### src/rtl/dp_pkg.sv
package dp_pkg;

  // Control that travels alongside each multiplier pass
  typedef struct packed {
    logic       vld;    // pass is live
    logic       first;  // opens a new vector
    logic       last;   // closes the vector
    logic       dbl;    // belongs to a 64x64 element
    logic [1:0] part;   // pass index inside a double element
  } dp_tag_t;

  localparam int unsigned DBL_PASSES = 3;

endpackage

### src/rtl/dp_issue.sv
module dp_issue import dp_pkg::*; #(
  parameter int unsigned W = 32
) (
  input  logic           clk,
  input  logic           rst,
  input  logic           in_valid,
  input  logic           in_last,
  input  logic           in_dbl,
  input  logic [2*W-1:0] in_a,
  input  logic [2*W-1:0] in_b,
  output logic           in_ready,
  output logic [W-1:0]   iss_a,
  output logic [W-1:0]   iss_b,
  output dp_tag_t        iss_tag
);

  localparam int unsigned P = 2 * W;

  logic [1:0]   pass_cnt;
  logic [P-1:0] hold_a, hold_b;
  logic         hold_first, hold_last;
  logic         vec_open;
  logic         take_elem, take_mark;

  assign in_ready  = (pass_cnt == 2'd0);
  assign take_elem = in_ready && in_valid;
  assign take_mark = in_ready && !in_valid && in_last;

  always_ff @(posedge clk) begin
    if (rst) begin
      pass_cnt   <= 2'd0;
      hold_a     <= '0;
      hold_b     <= '0;
      hold_first <= 1'b0;
      hold_last  <= 1'b0;
      vec_open   <= 1'b0;
      iss_a      <= '0;
      iss_b      <= '0;
      iss_tag    <= '0;
    end else begin
      iss_tag.vld <= 1'b0;
      if (pass_cnt != 2'd0) begin
        // cross terms of a double element, high-by-low first
        iss_a         <= (pass_cnt == 2'd1) ? hold_a[P-1:W] : hold_a[W-1:0];
        iss_b         <= (pass_cnt == 2'd1) ? hold_b[W-1:0] : hold_b[P-1:W];
        iss_tag.vld   <= 1'b1;
        iss_tag.first <= hold_first;
        iss_tag.last  <= hold_last;
        iss_tag.dbl   <= 1'b1;
        iss_tag.part  <= pass_cnt;
        pass_cnt      <= (pass_cnt == 2'(DBL_PASSES - 1)) ? 2'd0 : pass_cnt + 2'd1;
      end else if (take_elem) begin
        iss_a         <= in_a[W-1:0];
        iss_b         <= in_b[W-1:0];
        iss_tag.vld   <= 1'b1;
        iss_tag.first <= !vec_open;
        iss_tag.last  <= in_last;
        iss_tag.dbl   <= in_dbl;
        iss_tag.part  <= 2'd0;
        vec_open      <= !in_last;
        if (in_dbl) begin
          hold_a     <= in_a;
          hold_b     <= in_b;
          hold_first <= !vec_open;
          hold_last  <= in_last;
          pass_cnt   <= 2'd1;
        end
      end else if (take_mark) begin
        // closing marker: a zero pass that only carries the last flag
        iss_a         <= '0;
        iss_b         <= '0;
        iss_tag.vld   <= 1'b1;
        iss_tag.first <= !vec_open;
        iss_tag.last  <= 1'b1;
        iss_tag.dbl   <= 1'b0;
        iss_tag.part  <= 2'd0;
        vec_open      <= 1'b0;
      end
    end
  end

  // a double element blocks the next clock's input
  p_dbl_holdoff_r5: assert property (@(posedge clk) disable iff (rst)
    (in_valid && in_ready && in_dbl) |=> !in_ready);

  // the final cross pass always follows the first cross pass
  p_pass_order_r4: assert property (@(posedge clk) disable iff (rst)
    (iss_tag.vld && iss_tag.part == 2'd2) |-> $past(iss_tag.vld && iss_tag.part == 2'd1));

endmodule

### src/rtl/dp_csa_mul.sv
module dp_csa_mul import dp_pkg::*; #(
  parameter int unsigned W = 32
) (
  input  logic           clk,
  input  logic           rst,
  input  logic [W-1:0]   a,
  input  logic [W-1:0]   b,
  input  dp_tag_t        tag_in,
  output logic [2*W-1:0] psum,
  output logic [2*W-1:0] pcarry,
  output dp_tag_t        tag_out
);

  localparam int unsigned P = 2 * W;

  logic [P-1:0] pp    [W];
  logic [P-1:0] s_row [W];
  logic [P-1:0] c_row [W];

  // one partial product per multiplier bit
  for (genvar i = 0; i < W; i++) begin : g_pp
    assign pp[i] = b[i] ? (P'(a) << i) : '0;
  end

  assign s_row[0] = '0;
  assign c_row[0] = '0;
  assign s_row[1] = pp[0];
  assign c_row[1] = pp[1];

  // chain of 3:2 compressor rows, each folding in one more partial product
  for (genvar r = 2; r < W; r++) begin : g_row
    assign s_row[r] = s_row[r-1] ^ c_row[r-1] ^ pp[r];
    assign c_row[r] = ((s_row[r-1] & c_row[r-1]) |
                       (s_row[r-1] & pp[r])      |
                       (c_row[r-1] & pp[r])) << 1;
  end

  always_ff @(posedge clk) begin
    if (rst) begin
      psum    <= '0;
      pcarry  <= '0;
      tag_out <= '0;
    end else begin
      psum    <= s_row[W-1];
      pcarry  <= c_row[W-1];
      tag_out <= tag_in;
    end
  end

  logic [P-1:0] ref_prod;
  assign ref_prod = P'(a) * P'(b);

  // redundant pair resolves to the true product of the previous factors
  p_csa_exact_r2: assert property (@(posedge clk) disable iff (rst)
    tag_out.vld |-> (P'(psum + pcarry) == $past(ref_prod)));

endmodule

### src/rtl/dp_resolve.sv
module dp_resolve import dp_pkg::*; #(
  parameter int unsigned P = 64
) (
  input  logic         clk,
  input  logic         rst,
  input  logic [P-1:0] psum,
  input  logic [P-1:0] pcarry,
  input  dp_tag_t      tag_in,
  output logic [P-1:0] prod,
  output dp_tag_t      tag_out
);

  always_ff @(posedge clk) begin
    if (rst) begin
      prod    <= '0;
      tag_out <= '0;
    end else begin
      prod    <= psum + pcarry;
      tag_out <= tag_in;
    end
  end

endmodule

### src/rtl/dp_accum.sv
module dp_accum import dp_pkg::*; #(
  parameter int unsigned W = 32,
  parameter int unsigned A = 80
) (
  input  logic           clk,
  input  logic           rst,
  input  logic [2*W-1:0] prod,
  input  dp_tag_t        tag,
  output logic           out_valid,
  output logic [A-1:0]   out_sum
);

  localparam int unsigned P = 2 * W;

  logic [P-1:0] contrib, part_sum, elem;
  logic [A-1:0] total, base;
  logic         fin, done;

  // cross terms land 2^W up; their upper half falls outside the 2W-bit result
  assign contrib = (tag.dbl && tag.part != 2'd0) ? {prod[W-1:0], {W{1'b0}}} : prod;
  assign fin     = !tag.dbl || (tag.part == 2'(DBL_PASSES - 1));
  assign elem    = tag.dbl ? (part_sum + contrib) : contrib;
  assign base    = tag.first ? '0 : total;

  always_ff @(posedge clk) begin
    if (rst) begin
      part_sum  <= '0;
      total     <= '0;
      done      <= 1'b0;
      out_valid <= 1'b0;
      out_sum   <= '0;
    end else begin
      done <= 1'b0;
      if (tag.vld && !fin)
        part_sum <= (tag.part == 2'd0) ? contrib : part_sum + contrib;
      if (tag.vld && fin) begin
        total <= base + A'(elem);
        done  <= tag.last;
      end
      out_valid <= done;
      if (done) out_sum <= total;
    end
  end

  // a result only follows a closing pass through this stage
  p_out_after_last_r3: assert property (@(posedge clk) disable iff (rst)
    out_valid |-> $past(tag.vld && fin && tag.last, 2));

  // the closing pass of a double element follows its second pass
  p_dbl_complete_r4: assert property (@(posedge clk) disable iff (rst)
    (tag.vld && tag.dbl && tag.part == 2'd2) |-> $past(tag.vld && tag.dbl && tag.part == 2'd1));

endmodule

### src/rtl/csa_dot_unit.sv
module csa_dot_unit import dp_pkg::*; #(
  parameter int unsigned OPW  = 32,
  parameter int unsigned ACCW = 80
) (
  input  logic              clk,
  input  logic              rst,
  input  logic              in_valid,
  input  logic              in_last,
  input  logic              in_dbl,
  input  logic [2*OPW-1:0]  in_a,
  input  logic [2*OPW-1:0]  in_b,
  output logic              in_ready,
  output logic              mul_vld,
  output logic [2*OPW-1:0]  mul_psum,
  output logic [2*OPW-1:0]  mul_pcarry,
  output logic              out_valid,
  output logic [ACCW-1:0]   out_sum
);

  localparam int unsigned PW = 2 * OPW;

  logic [OPW-1:0] iss_a, iss_b;
  dp_tag_t        iss_tag, mul_tag, res_tag;
  logic [PW-1:0]  res_prod;

  dp_issue #(.W(OPW)) u_issue (
    .clk(clk), .rst(rst),
    .in_valid(in_valid), .in_last(in_last), .in_dbl(in_dbl),
    .in_a(in_a), .in_b(in_b), .in_ready(in_ready),
    .iss_a(iss_a), .iss_b(iss_b), .iss_tag(iss_tag)
  );

  dp_csa_mul #(.W(OPW)) u_mul (
    .clk(clk), .rst(rst),
    .a(iss_a), .b(iss_b), .tag_in(iss_tag),
    .psum(mul_psum), .pcarry(mul_pcarry), .tag_out(mul_tag)
  );

  dp_resolve #(.P(PW)) u_res (
    .clk(clk), .rst(rst),
    .psum(mul_psum), .pcarry(mul_pcarry), .tag_in(mul_tag),
    .prod(res_prod), .tag_out(res_tag)
  );

  dp_accum #(.W(OPW), .A(ACCW)) u_acc (
    .clk(clk), .rst(rst),
    .prod(res_prod), .tag(res_tag),
    .out_valid(out_valid), .out_sum(out_sum)
  );

  assign mul_vld = mul_tag.vld;

endmodule

### config.mk
export PLATFORM = sky130hd
export DESIGN_NAME = csa_dot_unit
export DESIGN_NICKNAME = d
export VERILOG_FILES = /design/src/rtl/dp_pkg.sv /design/src/rtl/dp_issue.sv /design/src/rtl/dp_csa_mul.sv /design/src/rtl/dp_resolve.sv /design/src/rtl/dp_accum.sv /design/src/rtl/csa_dot_unit.sv
export SDC_FILE = /design/constraint.sdc
export NUM_CORES = 2
export LEC_CHECK = 0
export BUFFER_PORTS_ARGS = -buffer_cell sky130_fd_sc_hd__buf_2
export CORE_MARGIN = 3
export CORE_UTILIZATION = 60
export CTS_BUF_LIST = sky130_fd_sc_hd__clkbuf_16
export CTS_CLUSTER_DIAMETER = 150
export DETAILED_ROUTE_END_ITERATION = 8
export GPL_ROUTABILITY_DRIVEN = 0
export GPL_TIMING_DRIVEN = 0
export PLACE_DENSITY = 0.85
export SLEW_MARGIN = 15
export SYNTH_ARGS = -nofsm -noshare
export SYNTH_HDL_FRONTEND = slang
export SYNTH_SLANG_ARGS = --single-unit
### constraint.sdc
create_clock -name clk -period 33.4 [get_ports clk]
set_clock_uncertainty 0.2 [all_clocks]
set_input_delay 6.68 -clock clk [delete_from_list [all_inputs] [get_ports clk]]
set_output_delay 6.68 -clock clk [all_outputs]
set_load 0.01 [all_outputs]
# == Word-level counts from Yosys, hierarchy flattened ==
# Index checks and enable logic that the tools add are counted.
# classes
n_eq_ne,3
add_sub_neg,4
n_reduce_logical,24
n_bitwise,212
mux,52
# ops
op,count
63-bit bitwise AND,78
63-bit bitwise OR,60
64-bit XOR,30
32-bit 2-to-1 mux,8
64-bit 2-to-1 mux,3
64-bit adder,2
63-bit by 57-bit bitwise AND with 63-bit output,2
63-bit by 58-bit bitwise AND with 63-bit output,2
63-bit by 59-bit bitwise AND with 63-bit output,2
63-bit by 60-bit bitwise AND with 63-bit output,2
63-bit by 61-bit bitwise AND with 63-bit output,2
63-bit by 62-bit bitwise AND with 63-bit output,2
80-bit by 64-bit adder with 80-bit output,1
80-bit 2-to-1 mux,1
64-bit by 34-bit XOR with 64-bit output,1
64-bit by 35-bit XOR with 64-bit output,1
64-bit by 36-bit XOR with 64-bit output,1
64-bit by 37-bit XOR with 64-bit output,1
64-bit by 38-bit XOR with 64-bit output,1
64-bit by 39-bit XOR with 64-bit output,1
64-bit by 40-bit XOR with 64-bit output,1
64-bit by 41-bit XOR with 64-bit output,1
64-bit by 42-bit XOR with 64-bit output,1
64-bit by 43-bit XOR with 64-bit output,1
other kinds (67),90
# totals
wordCells,327
reg_bits,633
input_bits,133
output_inout_bits,211

# == Longest topological paths before layout ==
# logic_depth
ltp_word,91
ltp_mapped,36
mapped_depth_nobuf,35

# == Modules after synthesis ==
# From an unflattened synthesis, not the netlist that was laid out.
# hier_totals
cells_unflattened,6738
hier_area_um2,60076.4
# modules_own_cells
mod,n_inst,seq_area_each_um2,cells_per_inst,area_per_inst_um2
dp_csa_mul,1,2021.9,2511,27311.2
dp_accum,1,4524.3,2607,19237.2
dp_issue,1,4063.9,903,8000.2
dp_resolve,1,1401.3,717,5527.8

# == Least setup slack after synthesis ==
# OpenSTA, ideal clock, no wires.
# synth_timing
kind,flip-flop to flip-flop
start,register u_issue.iss_b[2]
end,register u_mul.psum[31]
t_arrival_ns,14.736
path_buffers,1
period_less_slack_ns,15.064
stages_incl_launch_ff,35
t_required_ns,33.072
slack_ns,18.336
setup_ns,0.128
path_cell_list,dfxtp_1 -> clkbuf_1 -> nand2_1 -> fa_1 -> fa_1 -> fa_1 -> fa_1 -> fa_1 -> fa_1 -> fa_1 -> fa_1 -> fa_1 -> fa_1 -> fa_1 -> fa_1 -> fa_1 -> fa_1 -> fa_1 -> fa_1 -> fa_1 -> fa_1 -> fa_1 -> fa_1 -> fa_1 -> fa_1 -> fa_1 -> fa_1 -> fa_1 -> fa_1 -> fa_1 -> fa_1 -> inv_1 -> fa_1 -> fa_1 -> nor2b_1
# synth_lines
item,line_no,source
start: declaration,dp_issue.sv:13,"output logic [W-1:0] iss_b,"
start signal: assignment,dp_issue.sv:45,iss_b <= (pass_cnt == 2'd1) ? hold_b[W-1:0] : hold_b[P-1:W];
start signal: assignment,dp_issue.sv:54,iss_b <= in_b[W-1:0];
end signal: assignment,dp_csa_mul.sv:44,psum <= s_row[W-1];
end: declaration,dp_csa_mul.sv:9,"output logic [2*W-1:0] psum,"

==> summary.md <==
| Metric | Value |
|---|---|
| Status | complete, but fails checks |
| Failing checks | design-rule violations |
| Die Area | 97600 µm² |
| Asr flop ratio synth | 0 |
| Area grow syn2layout | 9.95% |
| Mapped Cells | 6326 |
| Power Dens Cells | 35.7 nW/µm² |
| Worst Setup SP | u_issue.iss_a[27] |
| Post-CTS setup buffer count | 0 |
| GRT Total Usage | 0.401 |
| Mapped cell area | 56300 µm² |
| GR Overflow Total | 0 |
| Number of global-route vias before repair | 51412 |
| Slew Viols, Final | 0 |
| Flop2flop setup slack | 16570 ps |
| Util after Layout | 0.670 |
| FP Rows | 111 |
| # Max-Cap Violations | 0 |
| Post-synth EDFFs | 0 |
| Startpoint types | register |
| Drt initial violations | 5786 |
| FF-to-FF path depth | 34 |
| Detailed Place HPWL | 155 mm |
| Root buffer cell | clkbuf_16 |
| Top Ports | 344 |
| Unique masters post-synth | 89 |
| Fmax | 0.0594 GHz |
| Static Leak | 21.0 nW |
| Via count | 50766 |
| Fill count | 7063 |
| Register area | 12000 µm² |
| Crit path top cell by count | fa_1 |
| Syn Area/Cell | 8.90 µm² |
| Critical Path Max Stage Delay | 680 ps |
| Post-route minimum period | 16830 ps |
| Nets | 7992 |
| Pin count of the biggest net entering global routing | 15 |
| Period utilisation layout | 0.504 |
| Worst hold slack | 244 ps |
| Fin. Hold Viols | 0 |
| Pre-CTS setup slack | 17030 ps |
| # clock sinks | 600 |
| Worst Slack Setup Final | 16570 ps |
| TNS Setup | 0 ps |
| Relative slew slack | 0.110 |
| Register bit total from synthesis | 600 |
| Sequential-to-total area share from yosys stat | 0.213 |
| Port bufs | 309 |
| CP endpoint kind | register |
| Clock transition at the registers of the reported paths | 60 ps |
| Crit path kind | register to register |
| Die height | 312 µm |
| Crit path DAT | 17130 ps |
| Initial antenna violation count | 15 |
| Clock Tree Buf Depth | 3 |
| Unrepaired setup endpoints after global routing | no |
| Reg2reg start | u_issue.iss_a[27] |
| CTS tree | yes |
| CP Capture Point | u_mul.psum[31] |
| Initial Util | 0.610 |
| Layout cells sized above 1 | 0.0856 |
| First-pass GRT wire length | 297 mm |
| Reg-to-reg critical path endpoint | u_mul.psum[31] |
| Final ANT Viol Nets | 0 |
| Pre-Repair DR Iteration Count | 9 |
| Number of remaining DRC errors | 1 |
| WL/cell | 24.5 µm |
| Slowest stage cell, crit path | clkbuf_1 |
| Top_reg_cell synth | dfxtp_1 |
| Cts bufs inserted | 68 |
| VDD IR max | 42.2 µV |
| Worst min path class | register to register |
| # hold bufs at CTS | 0 |
| CP required | 33700 ps |
| Core area | 92400 µm² |
| Multi-input gate area | 41800 µm² |
| Via-to-Cell Ratio | 6.30 |
| Die width | 312 µm |
| H-tree levels | 3 |
| CP Max Fanout | 10 |
| Final WL | 197 mm |
| Actual slew at the worst max-slew pin | 1340 ps |
| Post-CTS Resized | 0 |
| Warnings, synthesis | 0 |
| Worst-Skew Late Latency | 660 ps |
| Final setup fails | 0 |
[cell usage in the layout (no fill, tap or decap), types with 70 or more instances in the layout]
cell type,n
fa_1,932
dfxtp_1,600
mux2i_1,86
nor2_1,457
nor2b_1,215
mux2_2,88
inv_1,165
xnor2_1,91
o21ai_0,125
a21o_1,77
a21oi_1,488
clkbuf_16,70
clkbuf_1,454
and2_1,145
buf_2,315
ha_1,190
nand2_1,1552
[cell usage after synthesis (21+ instances only)]
| master | count | area (µm²) |
|---|---|---|
| dfxtp_1 | 600 | 12000 |
| xnor2_1 | 91 | 797 |
| xor2_1 | 48 | 420 |
| nand4_1 | 41 | 257 |
| a211oi_1 | 24 | 180 |
| nor3_1 | 52 | 260 |
| buf_4 | 33 | 248 |
| nand3_1 | 52 | 260 |
| ha_1 | 190 | 2380 |
| and2_1 | 145 | 907 |
| a31oi_1 | 29 | 181 |
| mux2_2 | 88 | 991 |
| clkbuf_1 | 456 | 1710 |
| inv_1 | 155 | 582 |
| mux2i_1 | 86 | 861 |
| nor2_1 | 457 | 1720 |
| and3_1 | 22 | 138 |
| o21ai_0 | 125 | 626 |
| fa_1 | 932 | 18700 |
| nor2b_1 | 215 | 1350 |
| a21o_1 | 77 | 578 |
| nand2_1 | 1552 | 5830 |
| buf_1 | 21 | 78.8 |
| a21oi_1 | 488 | 2440 |
| a221oi_1 | 68 | 596 |
| o21bai_1 | 40 | 300 |
| a311oi_1 | 27 | 236 |
[flip-flops by register name, indices dropped and copies added (netlist names), 2 cells and up]
| signal | cells |
|---|---|
| u_acc.out_sum | 80 |
| u_acc.part_sum | 64 |
| u_acc.total | 80 |
| u_issue.hold_a | 64 |
| u_issue.hold_b | 64 |
| u_issue.iss_a | 32 |
| u_issue.iss_b | 32 |
| u_issue.iss_tag | 6 |
| u_issue.pass_cnt | 2 |
| u_mul.pcarry | 32 |
| u_mul.psum | 63 |
| u_mul.tag_out | 6 |
| u_res.prod | 64 |
| u_res.tag_out | 6 |
[stage by stage]
stage / cells / total power, mW / area [µm²]
floorplan: 6358 / 1.18 / 56400
global placement: 7910 / 1.37 / 59500
detailed placement: 7910 / 1.40 / 59500
CTS: 8034 / 2.17 / 61900
global route: 8037 / 2.28 / 61900
finish: 8055 / 2.21 / 61900
[cells by family after synthesis]
group,synth area share
and+or+nand+nor,0.198
adders and majority gates,0.373
AOI/OAI and AO/OA,0.114
buffers and inverters,0.0471
DFF,0.213
muxes,0.0331
xor gates and xnor gates,0.0216
other,0.0000666
[layout make-up]
class / count / share of cell area
tap: 1243 / 0.0251
timing repair buffer: 309 / 0.0250
clock inverter: 54 / 0.00923
sequential: 600 / 0.194
antenna: 21 / 0.000849
inverter: 155 / 0.00940
buffer: 516 / 0.0335
clock buffer: 70 / 0.0283
multi-input combinational: 5087 / 0.675
[routing by layer]
layer | track usage | up-vias | part of all wire
li1 | - | 21398 | -
met4 | 0.335 | 12 | 0.11
met3 | 0.155 | 1160 | 0.13
met2 | 0.610 | 3634 | 0.43
met5 | 0.00692 | - | 0.00094
met1 | 0.444 | 24562 | 0.32
[worst max-delay path, delay by kind of cell, from the launching register on]
kind | cells | cell delay [ps]
adders and majority gates | 30 | 14790
buffers and inverters | 2 | 730
DFF | 1 | 600
and+or+nand+nor | 2 | 320
[worst min-delay path by stage]
stage | startpoint | endpoint | cells after the start
4_1_cts | u_issue.iss_tag[3] | u_mul.tag_out[3] | 2
3_5_place_dp | u_issue.iss_tag[3] | u_mul.tag_out[3] | 2
6_report | u_mul.tag_out[0] | u_res.tag_out[0] | 1
2_1_floorplan | u_issue.iss_tag[3] | u_mul.tag_out[3] | 2
5_1_grt | u_mul.tag_out[3] | u_res.tag_out[3] | 1
3_3_place_gp | u_mul.tag_out[3] | u_res.tag_out[3] | 1
[report_power, final]
group | switching, mW | internal (mW) | total (mW)
clock network | 0.340 | 0.451 | 0.790
registers | 0.0533 | 0.753 | 0.806
logic | 0.384 | 0.229 | 0.613
Note: power is estimated with default switching activity, not from simulation.
